[config.mk]
export PLATFORM = sky130hd
export DESIGN_NAME = scan_addr_seq
export DESIGN_NICKNAME = d
export VERILOG_FILES = /design/src/rtl/scan_seq_pkg.sv /design/src/rtl/scan_field.sv /design/src/rtl/scan_term.sv /design/src/rtl/scan_addr_seq.sv
export SDC_FILE = /design/constraint.sdc
export NUM_CORES = 1
export LEC_CHECK = 0
export CAP_MARGIN = 10
export CORE_MARGIN = 1.5
export CORE_UTILIZATION = 37
export CTS_BUF_LIST = sky130_fd_sc_hd__clkbuf_8
export DETAILED_ROUTE_END_ITERATION = 8
export PLACE_DENSITY = 0.69
export SETUP_SLACK_MARGIN = 0.5
export SLEW_MARGIN = 20
export SYNTH_ARGS = -nofsm -noshare
export SYNTH_HDL_FRONTEND = slang
export SYNTH_SLANG_ARGS = --single-unit
[constraint.sdc]
create_clock -name clk -period 2.4 [get_ports clk]
set_input_delay 0.48 -clock clk [delete_from_list [all_inputs] [get_ports clk]]
set_output_delay 0.48 -clock clk [all_outputs]
set_load 0.03 [all_outputs]
[src/rtl/scan_seq_pkg.sv]
package scan_seq_pkg;

    localparam int CRATE_W    = 4;
    localparam int SLOT_W     = 5;
    localparam int SUB_W      = 4;
    localparam int FUNC_W     = 5;
    localparam int FLAG_W     = 5;

    localparam int CRATE_LAST = 15;
    localparam int SLOT_FIRST = 1;
    localparam int SLOT_LAST  = 23;
    localparam int SUB_LAST   = 15;

    // bit 0 = walk_sub ... bit 4 = stop_no_x
    typedef struct packed {
        logic stop_no_x;
        logic stop_no_q;
        logic walk_crate;
        logic walk_slot;
        logic walk_sub;
    } scan_flags_t;

    function automatic logic any_walk(input scan_flags_t f);
        return f.walk_sub | f.walk_slot | f.walk_crate;
    endfunction

    function automatic logic resp_missed(input scan_flags_t f, input logic q, input logic x);
        return (f.stop_no_q & ~q) | (f.stop_no_x & ~x);
    endfunction

endpackage

[src/rtl/scan_field.sv]
module scan_field #(
    parameter int W     = 4,
    parameter int FIRST = 0,
    parameter int LAST  = 15
) (
    input  logic [W-1:0] cur,
    input  logic         walk,
    input  logic         carry_in,
    output logic [W-1:0] nxt,
    output logic         carry_out
);
    localparam logic [W-1:0] FIRST_V = W'(FIRST);
    localparam logic [W-1:0] LAST_V  = W'(LAST);

    always_comb begin
        nxt       = cur;
        carry_out = carry_in;
        if (walk) begin
            carry_out = 1'b0;
            if (carry_in) begin
                if (cur >= LAST_V) begin
                    nxt       = FIRST_V;
                    carry_out = 1'b1;
                end else begin
                    nxt = cur + 1'b1;
                end
            end
        end
    end
endmodule

[src/rtl/scan_term.sv]
module scan_term
    import scan_seq_pkg::*;
(
    input  scan_flags_t flags,
    input  logic        q_ok,
    input  logic        x_ok,
    input  logic        wrap_out,
    output logic        finish,
    output logic        hold_addr
);
    always_comb begin
        hold_addr = resp_missed(flags, q_ok, x_ok) | ~any_walk(flags) | wrap_out;
        finish    = hold_addr;
    end
endmodule

[src/rtl/scan_addr_seq.sv]
module scan_addr_seq
    import scan_seq_pkg::*;
#(
    parameter int C_W     = CRATE_W,
    parameter int N_W     = SLOT_W,
    parameter int A_W     = SUB_W,
    parameter int F_W     = FUNC_W,
    parameter int C_LAST  = CRATE_LAST,
    parameter int N_FIRST = SLOT_FIRST,
    parameter int N_LAST  = SLOT_LAST,
    parameter int A_LAST  = SUB_LAST
) (
    input  logic              clk,
    input  logic              rst,
    input  logic              load,
    input  logic [C_W-1:0]    ld_crate,
    input  logic [N_W-1:0]    ld_slot,
    input  logic [A_W-1:0]    ld_sub,
    input  logic [F_W-1:0]    ld_func,
    input  logic              ld_wide,
    input  logic [FLAG_W-1:0] ld_flags,
    input  logic              step,
    input  logic              q_ok,
    input  logic              x_ok,
    output logic [C_W-1:0]    crate,
    output logic [N_W-1:0]    slot,
    output logic [A_W-1:0]    sub,
    output logic [F_W-1:0]    func,
    output logic              wide,
    output logic              done
);
    logic [C_W-1:0] crate_q, crate_n;
    logic [N_W-1:0] slot_q,  slot_n;
    logic [A_W-1:0] sub_q,   sub_n;
    logic [F_W-1:0] func_q;
    logic           wide_q;
    scan_flags_t    flags_q;
    logic           armed_q, done_q;
    logic           c_sub, c_slot, c_crate;
    logic           finish, hold_addr, adv;

    scan_field #(.W(A_W), .FIRST(0), .LAST(A_LAST)) u_sub (
        .cur(sub_q), .walk(flags_q.walk_sub), .carry_in(1'b1),
        .nxt(sub_n), .carry_out(c_sub)
    );
    scan_field #(.W(N_W), .FIRST(N_FIRST), .LAST(N_LAST)) u_slot (
        .cur(slot_q), .walk(flags_q.walk_slot), .carry_in(c_sub),
        .nxt(slot_n), .carry_out(c_slot)
    );
    scan_field #(.W(C_W), .FIRST(0), .LAST(C_LAST)) u_crate (
        .cur(crate_q), .walk(flags_q.walk_crate), .carry_in(c_slot),
        .nxt(crate_n), .carry_out(c_crate)
    );

    scan_term u_term (
        .flags(flags_q), .q_ok(q_ok), .x_ok(x_ok), .wrap_out(c_crate),
        .finish(finish), .hold_addr(hold_addr)
    );

    assign adv = step & armed_q & ~done_q & ~load;

    always_ff @(posedge clk) begin
        if (rst) begin
            crate_q <= '0;
            slot_q  <= '0;
            sub_q   <= '0;
            func_q  <= '0;
            wide_q  <= 1'b0;
            flags_q <= '0;
            armed_q <= 1'b0;
            done_q  <= 1'b0;
        end else if (load) begin
            crate_q <= ld_crate;
            slot_q  <= ld_slot;
            sub_q   <= ld_sub;
            func_q  <= ld_func;
            wide_q  <= ld_wide;
            flags_q <= scan_flags_t'(ld_flags);
            armed_q <= 1'b1;
            done_q  <= 1'b0;
        end else if (adv) begin
            if (finish) done_q <= 1'b1;
            if (!hold_addr) begin
                crate_q <= crate_n;
                slot_q  <= slot_n;
                sub_q   <= sub_n;
            end
        end
    end

    assign crate = crate_q;
    assign slot  = slot_q;
    assign sub   = sub_q;
    assign func  = func_q;
    assign wide  = wide_q;
    assign done  = done_q;
endmodule

==> impl_metrics.py <==
metrics = {
    "run_status": {
        "status": "completed",
    },
    "clock_tree": {
        "cts_made_buffers": 3,
        "clkTransAtPathRegs_ns": 0.09,
        "cts_tree": "done",
        "postCtsHoldBufs": 0,
        "ctsHtreeMaxLevel": 1,
        "cts_buffer_depth": 2,
        "cts_sinks": 26,
        "cts_root_buf": "clkbuf_8",
        "insertion_delay_ns": 0.27,
    },
    "pwr": {
        "ir_drop_mv": 0.3422,
        "pwr_density_cell_nw_per_um2": 517.7,
        "p_leak_nw": 0.8865,
    },
    "timing": {
        "slew_headroom": 0.7190,
        "hold_viol": 0,
        "finClkSkew_ns": 0.004165,
        "final.period_utilization": 0.7771,
        "worst_slew_pin_slew_ns": 0.4202,
        "rsz0062_at_grt": "yes",
        "layout_min_cycle_time_ns": 1.865,
        "maxSlewViolCount": 0,
        "fin_tns_setup_ns": 0,
        "timing.hold.ws_ns": 0.4903,
        "max_freq_ghz": 0.5362,
        "finalSetupViolations": 0,
    },
    "critical_path": {
        "worstSetupPathType": "reg2out",
        "cp.required_ns": 1.92,
        "endpoint_kind": "output port",
        "worstPathMaxFanout": 6,
        "rr_worst_depth": 7,
        "start_kind": "register",
        "ff2ff_setup_slack_ns": 0.53,
        "critical_path_buf_inv_count": 1,
        "critical_path.top_delay_family": "buffers and inverters",
        "cp_slowest_cell": "clkdlybuf4s50_1",
        "cpPeakStageDelay_ns": 0.69,
        "worstPathCellList": "clkdlybuf4s50_1",
        "path_depth": 1,
        "arrival_ns": 1.39,
    },
    "global_route": {
        "grt_first_pass_wirelength_um": 6106,
        "grt_overflow": 0,
        "grt_pass1_vias": 1380,
        "grt_max_degree": 17,
        "track_usage": 0.1877,
        "antenna_found_initial": 0,
    },
    "cells_and_area": {
        "diodes": 0,
        "final_util": 0.6380,
        "syn2layout_area_growth_pct": 61.45,
        "instances_no_fill": 262,
        "final_cell_area_um2": 2196,
        "drive_gt1_frac": 0.2176,
        "final_nets": 250,
    },
    "logic_synthesis": {
        "async_flop_share": 0,
        "syn-cell-area_um2": 1360,
        "yosysSeqAreaShare": 0.3827,
        "synth_edf_count": 0,
        "ys.flop_type": "dfxtp_1",
        "syn_avg_cell_area_um2": 8.889,
        "ys_types": 41,
        "synth_cells": 153,
        "ys_ff_latch": 26,
        "yosys_warnings": 0,
        "synth_nets": 186,
    },
    "floorplanning": {
        "dieWidth_um": 63.63,
        "die_height_um": 63.63,
        "rows": 21,
        "dieArea_um2": 4049,
        "initial_core_util": 0.3951,
        "core_um2": 3442,
        "ios": 50,
    },
    "route": {
        "vias": 1373,
        "wirelength_um": 3652,
        "vias_per_cell": 5.240,
        "drtAntennaViolNets": 0,
        "post_drt_wl_per_cell_um": 13.94,
        "drt_pass1_iterations": 4,
        "drt-initial-drc-count": 92,
        "drc": 0,
    },
    "placed_design": {
        "io_buffers": 49,
        "place.detailed.hpwl_um": 2607,
        "gp_congestion": 0.8415,
        "dp.cells": 248,
        "place_area_um2": 1991,
    },
    "min_path": {
        "hold_class": "reg2reg",
        "min_path_cells": 2,
    },
    "flow_run": {
        "max-cap-violations": 0,
    },
}
routing by layer:
layer / vias up / track usage / share of wire
met5: - / 0 / 0
met4: 0 / 0.05707 / 0.0079
met3: 4 / 0.04643 / 0.048
met2: 35 / 0.3237 / 0.50
met1: 645 / 0.2288 / 0.45
li1: 689 / - / -
worst paths after layout:
kind,from,to
setup / recovery,crate[0]$_SDFFE_PP0P_,crate[0]
hold / removal,armed_q$_SDFFE_PP0P_,armed_q$_SDFFE_PP0P_
setup reg to reg,sub[0]$_SDFFE_PP0P_,crate[0]$_SDFFE_PP0P_
hold reg to reg,armed_q$_SDFFE_PP0P_,armed_q$_SDFFE_PP0P_
timing repair:
action | 4_1_cts | 5_1_grt
setup buffers | 10 | 0
pin swaps | 5 | 9
gates resized for setup | 12 | 8
endpoints found under the setup margin | 11 | 11
cell usage in the layout, fill, tap and decap left out, types with 2 or more instances in the layout:
cell,n
a211oi_1,4
a21o_1,2
a21oi_1,5
a311o_1,2
a31oi_1,4
buf_4,15
clkbuf_8,3
clkdlybuf4s50_1,42
dfxtp_1,15
dfxtp_2,7
dfxtp_4,4
dlygate4sd2_1,4
dlymetal6s2s_1,2
ha_4,3
inv_1,6
mux2i_1,14
nand2_1,7
nand3_1,3
nand3b_1,2
nor2_1,25
nor2b_4,2
nor3_1,4
o21a_1,2
o21ai_0,7
o21ai_1,2
xor2_1,3
worst reg2reg max path, delay by kind of cell (launching register included):
kind,cells,cell delay [ns]
adder cells (fa/ha/maj),1,0.15
AO/OA/AOI/OAI,3,0.91
AND/OR/NAND/NOR,2,0.15
flip-flops,1,0.37
buffers and inverters,1,0.19
flip-flops by register name (all words and copies together) (netlist names):
| name | cells |
|---|---|
| flags_q | 5 |
| func | 5 |
| slot | 5 |
| crate | 4 |
| sub | 4 |
| armed_q | 1 |
| done | 1 |
| wide | 1 |
area by class of cell:
class                      instances  area (µm²)
fill                             281        1246
sequential                        26       544.3
inverter                           6       22.52
tap                               46       57.56
clock buffer                       3       41.29
multi-input combinational        115       885.9
timing repair buffer              65       614.3
clock inverter                     1       30.03
synth_stat cells (2+ instances only):
cell type / number / area, µm²
clkbuf_1: 5 / 18.77
a31oi_1: 4 / 25.02
inv_1: 6 / 22.52
mux2i_1: 14 / 140.1
nand3b_1: 2 / 15.01
nand3_2: 2 / 20.02
a311o_1: 2 / 20.02
nand3_1: 3 / 15.01
o311a_1: 2 / 20.02
o21a_1: 2 / 15.01
nand2_1: 7 / 26.28
o21ai_0: 7 / 35.03
a211oi_1: 5 / 37.54
ha_1: 3 / 37.54
xor2_1: 3 / 26.28
o21ai_1: 2 / 10.01
nor2_1: 25 / 93.84
dfxtp_1: 26 / 520.5
nor2b_1: 2 / 12.51
a21oi_1: 6 / 30.03
a21o_1: 2 / 15.01
nor3_1: 4 / 20.02
report_power, final:
group / switching, mW / internal [mW]
combinational: 0.131 / 0.144
clock: 0.139 / 0.223
sequential: 0.0383 / 0.461
stage by stage:
step / power (mW) / setup WS [ns]
3_5_place_dp: 0.7637 / -0.02083
3_3_place_gp: 0.7571 / 0.1075
4_1_cts: 1.142 / 0.4765
6_report: 1.137 / 0.5349
5_1_grt: 1.187 / 0.4381
2_1_floorplan: 0.6402 / 0.5083
logic make-up (layout without fill, tap and decap cells):
logic type / after synthesis / in the layout / synth area share
buffers and inverters: 12 / 75 / 0.03312
adder cells (fa/ha/maj): 3 / 3 / 0.02760
multiplexers: 14 / 14 / 0.1030
flip-flops: 26 / 26 / 0.3827
AO/OA/AOI/OAI: 42 / 42 / 0.2419
XOR/XNOR: 4 / 4 / 0.02576
AND/OR/NAND/NOR: 52 / 52 / 0.1858
Power figures use the tool's default switching activity.
